File: config.mk
export PLATFORM = sky130hd
export DESIGN_NAME = dual_ramp_env
export DESIGN_NICKNAME = d
export VERILOG_FILES = /design/src/rtl/dual_env_pkg.sv /design/src/rtl/env_ctrl.sv /design/src/rtl/env_channel.sv /design/src/rtl/env_datapath.sv /design/src/rtl/dual_ramp_env.sv
export SDC_FILE = /design/constraint.sdc
export NUM_CORES = 1
export LEC_CHECK = 0
export BUFFER_PORTS_ARGS = -buffer_cell sky130_fd_sc_hd__buf_4
export CAP_MARGIN = 15
export CORE_UTILIZATION = 64
export CTS_CLUSTER_SIZE = 20
export DETAILED_ROUTE_END_ITERATION = 12
export HOLD_SLACK_MARGIN = 0.03
export PLACE_DENSITY = 0.89
export SETUP_SLACK_MARGIN = 0.2
export SLEW_MARGIN = 20
export SYNTH_ARGS = -nofsm -noshare
export SYNTH_HDL_FRONTEND = slang
export SYNTH_HIERARCHICAL = 1
export SYNTH_SLANG_ARGS = --single-unit
File: constraint.sdc
create_clock -name clk -period 8.9 [get_ports clk]
set_clock_uncertainty 0.15 [all_clocks]
set_input_delay 2.225 -clock clk [delete_from_list [all_inputs] [get_ports clk]]
set_output_delay 2.225 -clock clk [all_outputs]
set_load 0.05 [all_outputs]
File: src/rtl/dual_env_pkg.sv
package dual_env_pkg;

  localparam int ENV_COUNT = 2;
  localparam int LEVEL_W   = 6;
  localparam int MSPEED_W  = 8;
  localparam int ADDR_W    = 2;
  localparam int DATA_W    = 8;

  // envelope index doubles as its control register address
  localparam int ENV_VOL = 0;
  localparam int ENV_MOD = 1;

  typedef struct packed {
    logic [ENV_COUNT-1:0] clrTimer;
    logic [ENV_COUNT-1:0] forceLevel;
    logic [ENV_COUNT-1:0] stepEn;
    logic [LEVEL_W-1:0]   loadValue;
  } envStrobe_t;

endpackage

File: src/rtl/env_ctrl.sv
module env_ctrl
  import dual_env_pkg::*;
#(
  parameter int NUM_ENV = ENV_COUNT,
  parameter int LVL_W   = LEVEL_W,
  parameter int MSPD_W  = MSPEED_W,
  parameter int A_W     = ADDR_W,
  parameter int D_W     = DATA_W
) (
  input  logic                   clk,
  input  logic                   rst_n,
  input  logic                   clkEn,
  input  logic                   wrEn,
  input  logic [A_W-1:0]         wrAddr,
  input  logic [D_W-1:0]         wrData,
  input  logic                   envHalt,
  input  logic                   waveHalt,
  output envStrobe_t             strobe,
  output logic [NUM_ENV-1:0]     rampUp,
  output logic [NUM_ENV*LVL_W-1:0] speedFlat,
  output logic [MSPD_W-1:0]      masterSpeed
);

  localparam int DIS_BIT     = D_W - 1;
  localparam int DIR_BIT     = D_W - 2;
  localparam int MASTER_ADDR = NUM_ENV;

  logic                 selMaster;
  logic                 runOk;
  logic [NUM_ENV-1:0]   envOff;
  logic [NUM_ENV-1:0]   clrVec;
  logic [NUM_ENV-1:0]   forceVec;
  logic [NUM_ENV-1:0]   stepVec;

  assign selMaster = wrEn && (wrAddr == A_W'(MASTER_ADDR));
  assign runOk     = clkEn && !envHalt && !waveHalt && (masterSpeed != '0);

  always_ff @(posedge clk) begin
    if (!rst_n) begin
      masterSpeed <= '1;
    end else if (selMaster) begin
      masterSpeed <= wrData[MSPD_W-1:0];
    end
  end

  for (genvar i = 0; i < NUM_ENV; i++) begin : g_envReg
    logic selCtrl;
    assign selCtrl = wrEn && (wrAddr == A_W'(i));

    always_ff @(posedge clk) begin
      if (!rst_n) begin
        envOff[i]                    <= 1'b1;
        rampUp[i]                    <= 1'b0;
        speedFlat[i*LVL_W +: LVL_W]  <= '0;
      end else if (selCtrl) begin
        envOff[i]                    <= wrData[DIS_BIT];
        rampUp[i]                    <= wrData[DIR_BIT];
        speedFlat[i*LVL_W +: LVL_W]  <= wrData[LVL_W-1:0];
      end
    end

    assign clrVec[i]   = selCtrl || selMaster || envHalt;
    assign forceVec[i] = selCtrl && wrData[DIS_BIT];
    assign stepVec[i]  = runOk && !envOff[i];
  end

  always_comb begin
    strobe.clrTimer   = clrVec;
    strobe.forceLevel = forceVec;
    strobe.stepEn     = stepVec;
    strobe.loadValue  = wrData[LVL_W-1:0];
  end

endmodule

File: src/rtl/env_channel.sv
module env_channel #(
  parameter int LVL_W     = 6,
  parameter int MSPD_W    = 8,
  parameter int TICK_SH   = 3,
  parameter int SAT_LEVEL = 32
) (
  input  logic              clk,
  input  logic              rst_n,
  input  logic              clrTimer,
  input  logic              forceLevel,
  input  logic              stepEn,
  input  logic [LVL_W-1:0]  loadValue,
  input  logic [LVL_W-1:0]  speed,
  input  logic              rampUp,
  input  logic [MSPD_W-1:0] masterSpeed,
  output logic [LVL_W-1:0]  level
);

  localparam int PERIOD_W = LVL_W + 1 + MSPD_W + TICK_SH;

  logic [LVL_W:0]    speedPlus;
  logic [PERIOD_W-1:0] period;
  logic [PERIOD_W-1:0] timer;
  logic [PERIOD_W-1:0] timerInc;
  logic                expire;

  assign speedPlus = {1'b0, speed} + 1'b1;
  assign period    = (PERIOD_W'(speedPlus) * PERIOD_W'(masterSpeed)) << TICK_SH;
  assign timerInc  = timer + 1'b1;
  assign expire    = timerInc >= period;

  always_ff @(posedge clk) begin
    if (!rst_n) begin
      timer <= '0;
    end else if (clrTimer) begin
      timer <= '0;
    end else if (stepEn) begin
      timer <= expire ? (timerInc - period) : timerInc;
    end
  end

  always_ff @(posedge clk) begin
    if (!rst_n) begin
      level <= '0;
    end else if (forceLevel) begin
      level <= loadValue;
    end else if (stepEn && expire && !clrTimer) begin
      if (rampUp) begin
        if (level < LVL_W'(SAT_LEVEL)) level <= level + 1'b1;
      end else begin
        if (level != '0) level <= level - 1'b1;
      end
    end
  end

endmodule

File: src/rtl/env_datapath.sv
module env_datapath
  import dual_env_pkg::*;
#(
  parameter int NUM_ENV = ENV_COUNT,
  parameter int LVL_W   = LEVEL_W,
  parameter int MSPD_W  = MSPEED_W
) (
  input  logic                     clk,
  input  logic                     rst_n,
  input  envStrobe_t               strobe,
  input  logic [NUM_ENV-1:0]       rampUp,
  input  logic [NUM_ENV*LVL_W-1:0] speedFlat,
  input  logic [MSPD_W-1:0]        masterSpeed,
  output logic [NUM_ENV*LVL_W-1:0] levelFlat
);

  for (genvar i = 0; i < NUM_ENV; i++) begin : g_chan
    env_channel #(
      .LVL_W     (LVL_W),
      .MSPD_W    (MSPD_W),
      .TICK_SH   (3),
      .SAT_LEVEL (32)
    ) i_env_channel (
      .clk         (clk),
      .rst_n       (rst_n),
      .clrTimer    (strobe.clrTimer[i]),
      .forceLevel  (strobe.forceLevel[i]),
      .stepEn      (strobe.stepEn[i]),
      .loadValue   (strobe.loadValue),
      .speed       (speedFlat[i*LVL_W +: LVL_W]),
      .rampUp      (rampUp[i]),
      .masterSpeed (masterSpeed),
      .level       (levelFlat[i*LVL_W +: LVL_W])
    );
  end

endmodule

File: src/rtl/dual_ramp_env.sv
module dual_ramp_env
  import dual_env_pkg::*;
(
  input  logic               clk,
  input  logic               rst_n,
  input  logic               clkEn,
  input  logic               wrEn,
  input  logic [ADDR_W-1:0]  wrAddr,
  input  logic [DATA_W-1:0]  wrData,
  input  logic               envHalt,
  input  logic               waveHalt,
  output logic [LEVEL_W-1:0] volLevel,
  output logic [LEVEL_W-1:0] modLevel,
  output logic [DATA_W-1:0]  volReadback,
  output logic [DATA_W-1:0]  modReadback
);

  localparam logic [DATA_W-1:0] READ_MARK = DATA_W'(1) << LEVEL_W;

  envStrobe_t                     strobe;
  logic [ENV_COUNT-1:0]           rampUp;
  logic [ENV_COUNT*LEVEL_W-1:0]   speedFlat;
  logic [ENV_COUNT*LEVEL_W-1:0]   levelFlat;
  logic [MSPEED_W-1:0]            masterSpeed;

  env_ctrl i_env_ctrl (
    .clk         (clk),
    .rst_n       (rst_n),
    .clkEn       (clkEn),
    .wrEn        (wrEn),
    .wrAddr      (wrAddr),
    .wrData      (wrData),
    .envHalt     (envHalt),
    .waveHalt    (waveHalt),
    .strobe      (strobe),
    .rampUp      (rampUp),
    .speedFlat   (speedFlat),
    .masterSpeed (masterSpeed)
  );

  env_datapath i_env_datapath (
    .clk         (clk),
    .rst_n       (rst_n),
    .strobe      (strobe),
    .rampUp      (rampUp),
    .speedFlat   (speedFlat),
    .masterSpeed (masterSpeed),
    .levelFlat   (levelFlat)
  );

  assign volLevel    = levelFlat[ENV_VOL*LEVEL_W +: LEVEL_W];
  assign modLevel    = levelFlat[ENV_MOD*LEVEL_W +: LEVEL_W];
  assign volReadback = READ_MARK | DATA_W'(volLevel);
  assign modReadback = READ_MARK | DATA_W'(modLevel);

endmodule

==> results of run 1 <==
-- how the worst max path moves through the flow --
stage | from | to | slack [ns] | depth (start not counted)
final | i_env_ctrl/speedFlat[0]$_SDFFE_PN0P_ | i_env_datapath/g_chan[0].i_env_channel/timer[9]$_SDFFE_PP0P_ | 1.03 | 25
after global placement | i_env_ctrl/speedFlat[0]$_SDFFE_PN0P_ | i_env_datapath/g_chan[0].i_env_channel/timer[9]$_SDFFE_PP0P_ | 1.39 | 25
after global routing | i_env_ctrl/speedFlat[0]$_SDFFE_PN0P_ | i_env_datapath/g_chan[0].i_env_channel/timer[9]$_SDFFE_PP0P_ | 0.61 | 25
after CTS | i_env_ctrl/speedFlat[0]$_SDFFE_PN0P_ | i_env_datapath/g_chan[0].i_env_channel/timer[9]$_SDFFE_PP0P_ | 1.12 | 25
after floorplan | i_env_ctrl/speedFlat[0]$_SDFFE_PN0P_ | i_env_datapath/g_chan[0].i_env_channel/level[1]$_SDFFE_PN0P_ | 1.92 | 26
after detailed placement | i_env_ctrl/speedFlat[0]$_SDFFE_PN0P_ | i_env_datapath/g_chan[0].i_env_channel/timer[9]$_SDFFE_PP0P_ | 1.15 | 25
-- kinds of logic after synthesis --
family	after synthesis	synth area share [%]
flip-flops	72	14.6
buffers and inverters	156	7.47
adder cells (fa/ha/maj)	172	26.4
other	2	0.0759
AND/OR/NAND/NOR	433	24.1
AO/OA/AOI/OAI	232	16.3
XOR/XNOR	92	8.14
multiplexers	29	2.94
-- cells in the mapped netlist, drive strengths merged, types with 11 or more instances --
master	instances	share of area [%]
inv	97	3.7
a31oi	15	1.1
ha	110	14
nor3	25	1.5
nand2	86	3.3
nor2b	60	3.8
a21oi	52	2.7
and3	19	1.3
nand4	15	1.1
buf	41	3.1
fa	62	13
dfxtp	72	15
o211ai	15	1.2
o21ai	50	2.6
xor2	42	3.7
xnor2	50	4.4
and2	48	3.1
clkbuf	18	0.72
o21a	11	0.83
nor2	62	2.4
mux2i	28	2.8
nand3	39	2.0
nand2b	29	1.8
-- final cells by class --
type                            count  area (sq um)
Multi-Input combinational cell    962          7740
Clock inverter                      7           101
Timing Repair Buffer               43           323
Inverter                           97           364
Sequential cell                    72          1440
Fill cell                        1118          4720
Clock buffer                        9           225
Tap cell                          188           235
-- state kept, by name (all words and copies together) (netlist names) --
register                                   cells
i_env_datapath/g_chan.i_env_channel/timer     36
i_env_ctrl/speedFlat                          12
i_env_datapath/g_chan.i_env_channel/level     12
i_env_ctrl/masterSpeed                         8
i_env_ctrl/envOff                              2
i_env_ctrl/rampUp                              2
-- per-layer routing --
layer  track usage (%)  up-vias
met5                 0        -
met4              12.8        0
met3              4.81       56
met2              52.8      353
met1              39.1     4186
li1                  -     4128
-- power groups by stage --
stage               sequential (uW)  combinational [uW]  clock (uW)
global route                    346                 725         420
floorplan                       351                 528           0
detailed placement              352                 635           0
CTS                             345                 646         405
global placement                351                 619           0
finish                          345                 656         403
-- through the flow --
step | power (uW) | hold slack (ns) | cells | setup slack (ns) | utilization [%]
final | 1400 | 0.365 | 1378 | 1.03 | 68.9
after global routing | 1490 | 0.377 | 1378 | 0.614 | 68.9
after CTS | 1400 | 0.364 | 1378 | 1.12 | 68.9
after detailed placement | 986 | 0.340 | 1362 | 1.15 | 66.7
after global placement | 970 | 0.324 | 1362 | 1.39 | 66.7
after floorplan | 879 | 0.309 | 1190 | 1.92 | -
-- worst min-delay path: cells and delay by family (launching register included) --
family	cells	cell delay, ns
compound gates	1	0.09
flops	1	0.32
buf+inv	1	0.05
==> results.cfg, run 1 <==
[run_status]
status = completed

[timing]
fin_crit_ns = 7.87
grt_setup_unrepaired = false
hold_viol = 0
slew_viol_final = 0
fmax_ghz = 0.127
fin_crit_sh_pct = 88.4
setup_viol = 0
tightest_slew_ns = 0.859
fin_tns_setup_ns = 0
max_slew_margin_pct = 42.2

[synth]
syn_area_sq_um = 9900
synthFlopType = dfxtp_1
ys_seq_area_share_pct = 14.6
ys_warn_count = 6
yosysUniqueCellTypes = 85
synth_edf_count = 0
synth.avg_cell_area_sq_um = 8.33
synth_seq_cells = 72
async_flop_share_pct = 0
synthCells = 1188

[worst_setup_path]
slowest_delay_ns = 0.57
cp.required_ns = 8.99
r2r_start = i_env_ctrl/speedFlat[0]$_SDFFE_PN0P_
cp_top_family = adder cells
worstPathArrival_ns = 7.96
crit_type = register to register
crit_top_cell = fa_1
critical_path_buf_inv_count = 3
reg2reg_depth = 25
cp_max_fo = 13
reg2reg_slack_ns = 1.03
startpoint_type = register
r2r-end = i_env_datapath/g_chan[0].i_env_channel/timer[9]$_SDFFE_PP0P_
cp_slowest_cell = or3_1
critPathCaptureType = register

[detailed_routing]
routed.top_layer = met4
drt-total-wl_um = 24000
met1Wirelength_um = 10000
wl_per_cell_um = 17.4
first_pass_iters = 6
viasPerCell = 6.33
wl_met2_um = 11700
dr.first_iter.drc_count = 635
route.detailed.drc = 0
num_vias = 8723
route.met3.wl_um = 1660
final_antenna_net_count = 0

[clock_network]
root_buffer = clkbuf_16
postCtsSetupRepairBufs = 0
clockBufferDepth = 2
postCtsHoldBufs = 0
cts.sinks = 72
cts_tree = built
cts-buffers-inserted = 9
clk_pin_slew_worst_paths_ns = 0.06
clk-insertion-delay-late_ns = 0.35
cts_resized = 0
h-tree-depth = 3

[global_routing]
overflow = 0
grt_pass1_wl_um = 40300
grt_pass1_vias = 8451
grt.total_usage_pct = 31.0
grt_max_degree = 50
antenna_found_initial = 0

[placement]
port_buffers = 39
postPlaceCellArea_sq_um = 10100
gp_congestion = 1.00
dpl.hpwl_um = 17700

[finish]
antenna_cells = 0
drive_above_1_share_pct = 7.39
syn2layout_area_growth_pct = 5.35
final_cell_mix = ha_1, inv_1, nand2_1, dfxtp_1, fa_1
stdcell_area_sq_um = 10400
layout_commonest_cell = ha_1
nets = 1373

[floorplan]
die_height_um = 126
rows = 45
dieArea_sq_um = 16000
start_util_pct = 65.4
die_w_um = 126
core_sq_um = 15100
ioPinCount = 44

[power]
p_sw_share_pct = 40.1
leakagePower_uw = 0.00488
p_int_uw = 841
combPwrFrac_pct = 46.7
ir_drop_mv = 0.130
p_clk_share_pct = 28.7
seqPwrFrac_pct = 24.6
switchingPower_uw = 563
powerDensity_nw_per_um2 = 135

[min_path]
hold_start = i_env_ctrl/envOff[0]$_SDFFE_PN1P_
min_path_cells = 2
hp-class = register to register
holdPathEnd = i_env_ctrl/envOff[0]$_SDFFE_PN1P_

[run]
maxCapViolCount = 0
(Power assumes the default switching activity.)
==> inputs of run 2 (changes only) <==
Settings changed: BUFFER_PORTS_ARGS -buffer_cell sky130_fd_sc_hd__buf_4 to -buffer_cell sky130_fd_sc_hd__buf_2.
==> run 2 against run 1 <==
  * Routed wire length is 2.6% lower
  * Utilization fell by 0.78 points
  * Final area is 1.1% lower
  * Critical endpoint unchanged
  * Die area unchanged
  * Combinational power down 1%
  * Via count decreased by 0.30%
==> results.cfg, run 2 (synthesis results as in run 1) <==
[global_routing]
overflow = 0
grt_max_degree = 50
antenna_found_initial = 0
grt_pass1_wl_um = 39800
grt.total_usage_pct = 30.5
grt_pass1_vias = 8562

[timing]
setup_viol = 0
grt_setup_unrepaired = false
slew_viol_final = 0
max_slew_margin_pct = 46.1
fmax_ghz = 0.125
fin_crit_ns = 8.00
fin_tns_setup_ns = 0
hold_viol = 0
tightest_slew_ns = 0.788
fin_crit_sh_pct = 89.9
holdWs_ns = 0.377

[clock_network]
cts.sinks = 72
postCtsHoldBufs = 0
h-tree-depth = 3
postCtsSetupRepairBufs = 0
cts_resized = 0
cts-buffers-inserted = 9
clk-insertion-delay-late_ns = 0.35
clk_pin_slew_worst_paths_ns = 0.06
cts_tree = built
clockBufferDepth = 2
root_buffer = clkbuf_16

[detailed_routing]
first_pass_iters = 5
viasPerCell = 6.31
num_vias = 8697
drt-total-wl_um = 23400
final_antenna_net_count = 0
wl_per_cell_um = 16.9
route.detailed.drc = 0
dr.first_iter.drc_count = 565

[min_path]
hold_start = i_env_ctrl/speedFlat[7]$_SDFFE_PN0P_
hp-class = register to register

[floorplan]
dieArea_sq_um = 16000
die_w_um = 126
die_height_um = 126
start_util_pct = 65.4
core_sq_um = 15100
ioPinCount = 44
rows = 45

[worst_setup_path]
crit_path_start = i_env_ctrl/speedFlat[0]$_SDFFE_PN0P_
crit_type = register to register
critPathCaptureType = register
cp.required_ns = 8.99
cp_max_fo = 13
cp_slowest_cell = or3_1
crit_top_cell = fa_1
r2r_start = i_env_ctrl/speedFlat[0]$_SDFFE_PN0P_
slowest_delay_ns = 0.56
worstPathArrival_ns = 8.10
startpoint_type = register

[finish]
final_cell_mix = ha_1, inv_1, nand2_1, dfxtp_1, fa_1
stdcell_area_sq_um = 10300
regMostFlops = i_env_datapath/g_chan.i_env_channel/timer
antenna_cells = 0
drive_above_1_share_pct = 7.39
largest_register_ffs = 36
nets = 1373
syn2layout_area_growth_pct = 4.16
layout_commonest_cell = ha_1
largestRegisters = i_env_datapath/g_chan.i_env_channel/timer: 36 flops, i_env_ctrl/speedFlat: 12 flops, i_env_datapath/g_chan.i_env_channel/level: 12 flops

[power]
ir_drop_mv = 0.139
fin_total_pwr_uw = 1370
powerDensity_nw_per_um2 = 133
leakagePower_uw = 0.00486

[placement]
gp_congestion = 0.985
dpl.hpwl_um = 17800
port_buffers = 39
postPlaceCellArea_sq_um = 10000

[run_status]
status = completed

[run]
maxCapViolCount = 0
[run 2: cell types whose count changed in the layout (fill, tap and decap cells not counted), sizes merged]
cell,change
bufinv,-1
clkbuf,+1
clkinv,+2
inv,-2
[run 2: routing by layer]
layer | share of wire [%] | wire, um | global-route usage (%) | vias to the layer above
li1 | - | - | - | 4147
met1 | 43 | 9930 | 38.1 | 4126
met2 | 48 | 11200 | 52.0 | 343
met3 | 5.9 | 1380 | 4.39 | 81
met4 | 3.6 | 852 | 14.7 | 0
met5 | 0 | 0 | 0 | -
[run 2: final cells by class]
class | instances | area, sq um
multi-input combinational | 962 | 7740
fill | 1109 | 4830
sequential | 72 | 1440
inverter | 97 | 364
clock buffer | 10 | 239
tap | 188 | 235
timing repair buffer | 43 | 225
clock inverter | 6 | 67.6
[run 2: stage by stage]
step / utilization, % / instances / setup slack, ns
2_1_floorplan: - / 1190 / 1.92
3_3_place_gp: 66.1 / 1362 / 1.40
3_5_place_dp: 66.1 / 1362 / 0.983
4_1_cts: 68.1 / 1378 / 0.954
5_1_grt: 68.1 / 1378 / 0.503
6_report: 68.1 / 1378 / 0.897
[run 2: power breakdown]
part	switching [uW]	leakage (uW)	internal (uW)	total, uW
combinational	390	0.00413	259	649
sequential	15.7	0.000583	329	345
clock	149	0.000145	225	374
[run 2: path summary, 6_finish.rpt]
kind | to | slack [ns] | cells past startpoint
worst max-delay path | i_env_datapath/g_chan[0].i_env_channel/timer[9]$_SDFFE_PP0P_ | 0.90 | 25
worst max register to register | i_env_datapath/g_chan[0].i_env_channel/timer[9]$_SDFFE_PP0P_ | 0.90 | 25
worst min-delay path | i_env_ctrl/speedFlat[7]$_SDFFE_PN0P_ | 0.38 | 2
worst min register to register | i_env_ctrl/speedFlat[7]$_SDFFE_PN0P_ | 0.38 | 2
[run 2: worst max-delay path, delay by kind of cell (launching register included)]
family | cells | cell delay (ns)
AO/OA/AOI/OAI | 5 | 1.34
adder cells (fa/ha/maj) | 7 | 3.01
flip-flops | 1 | 0.53
AND/OR/NAND/NOR | 8 | 2.09
XOR/XNOR | 2 | 0.63
buffers and inverters | 3 | 0.16
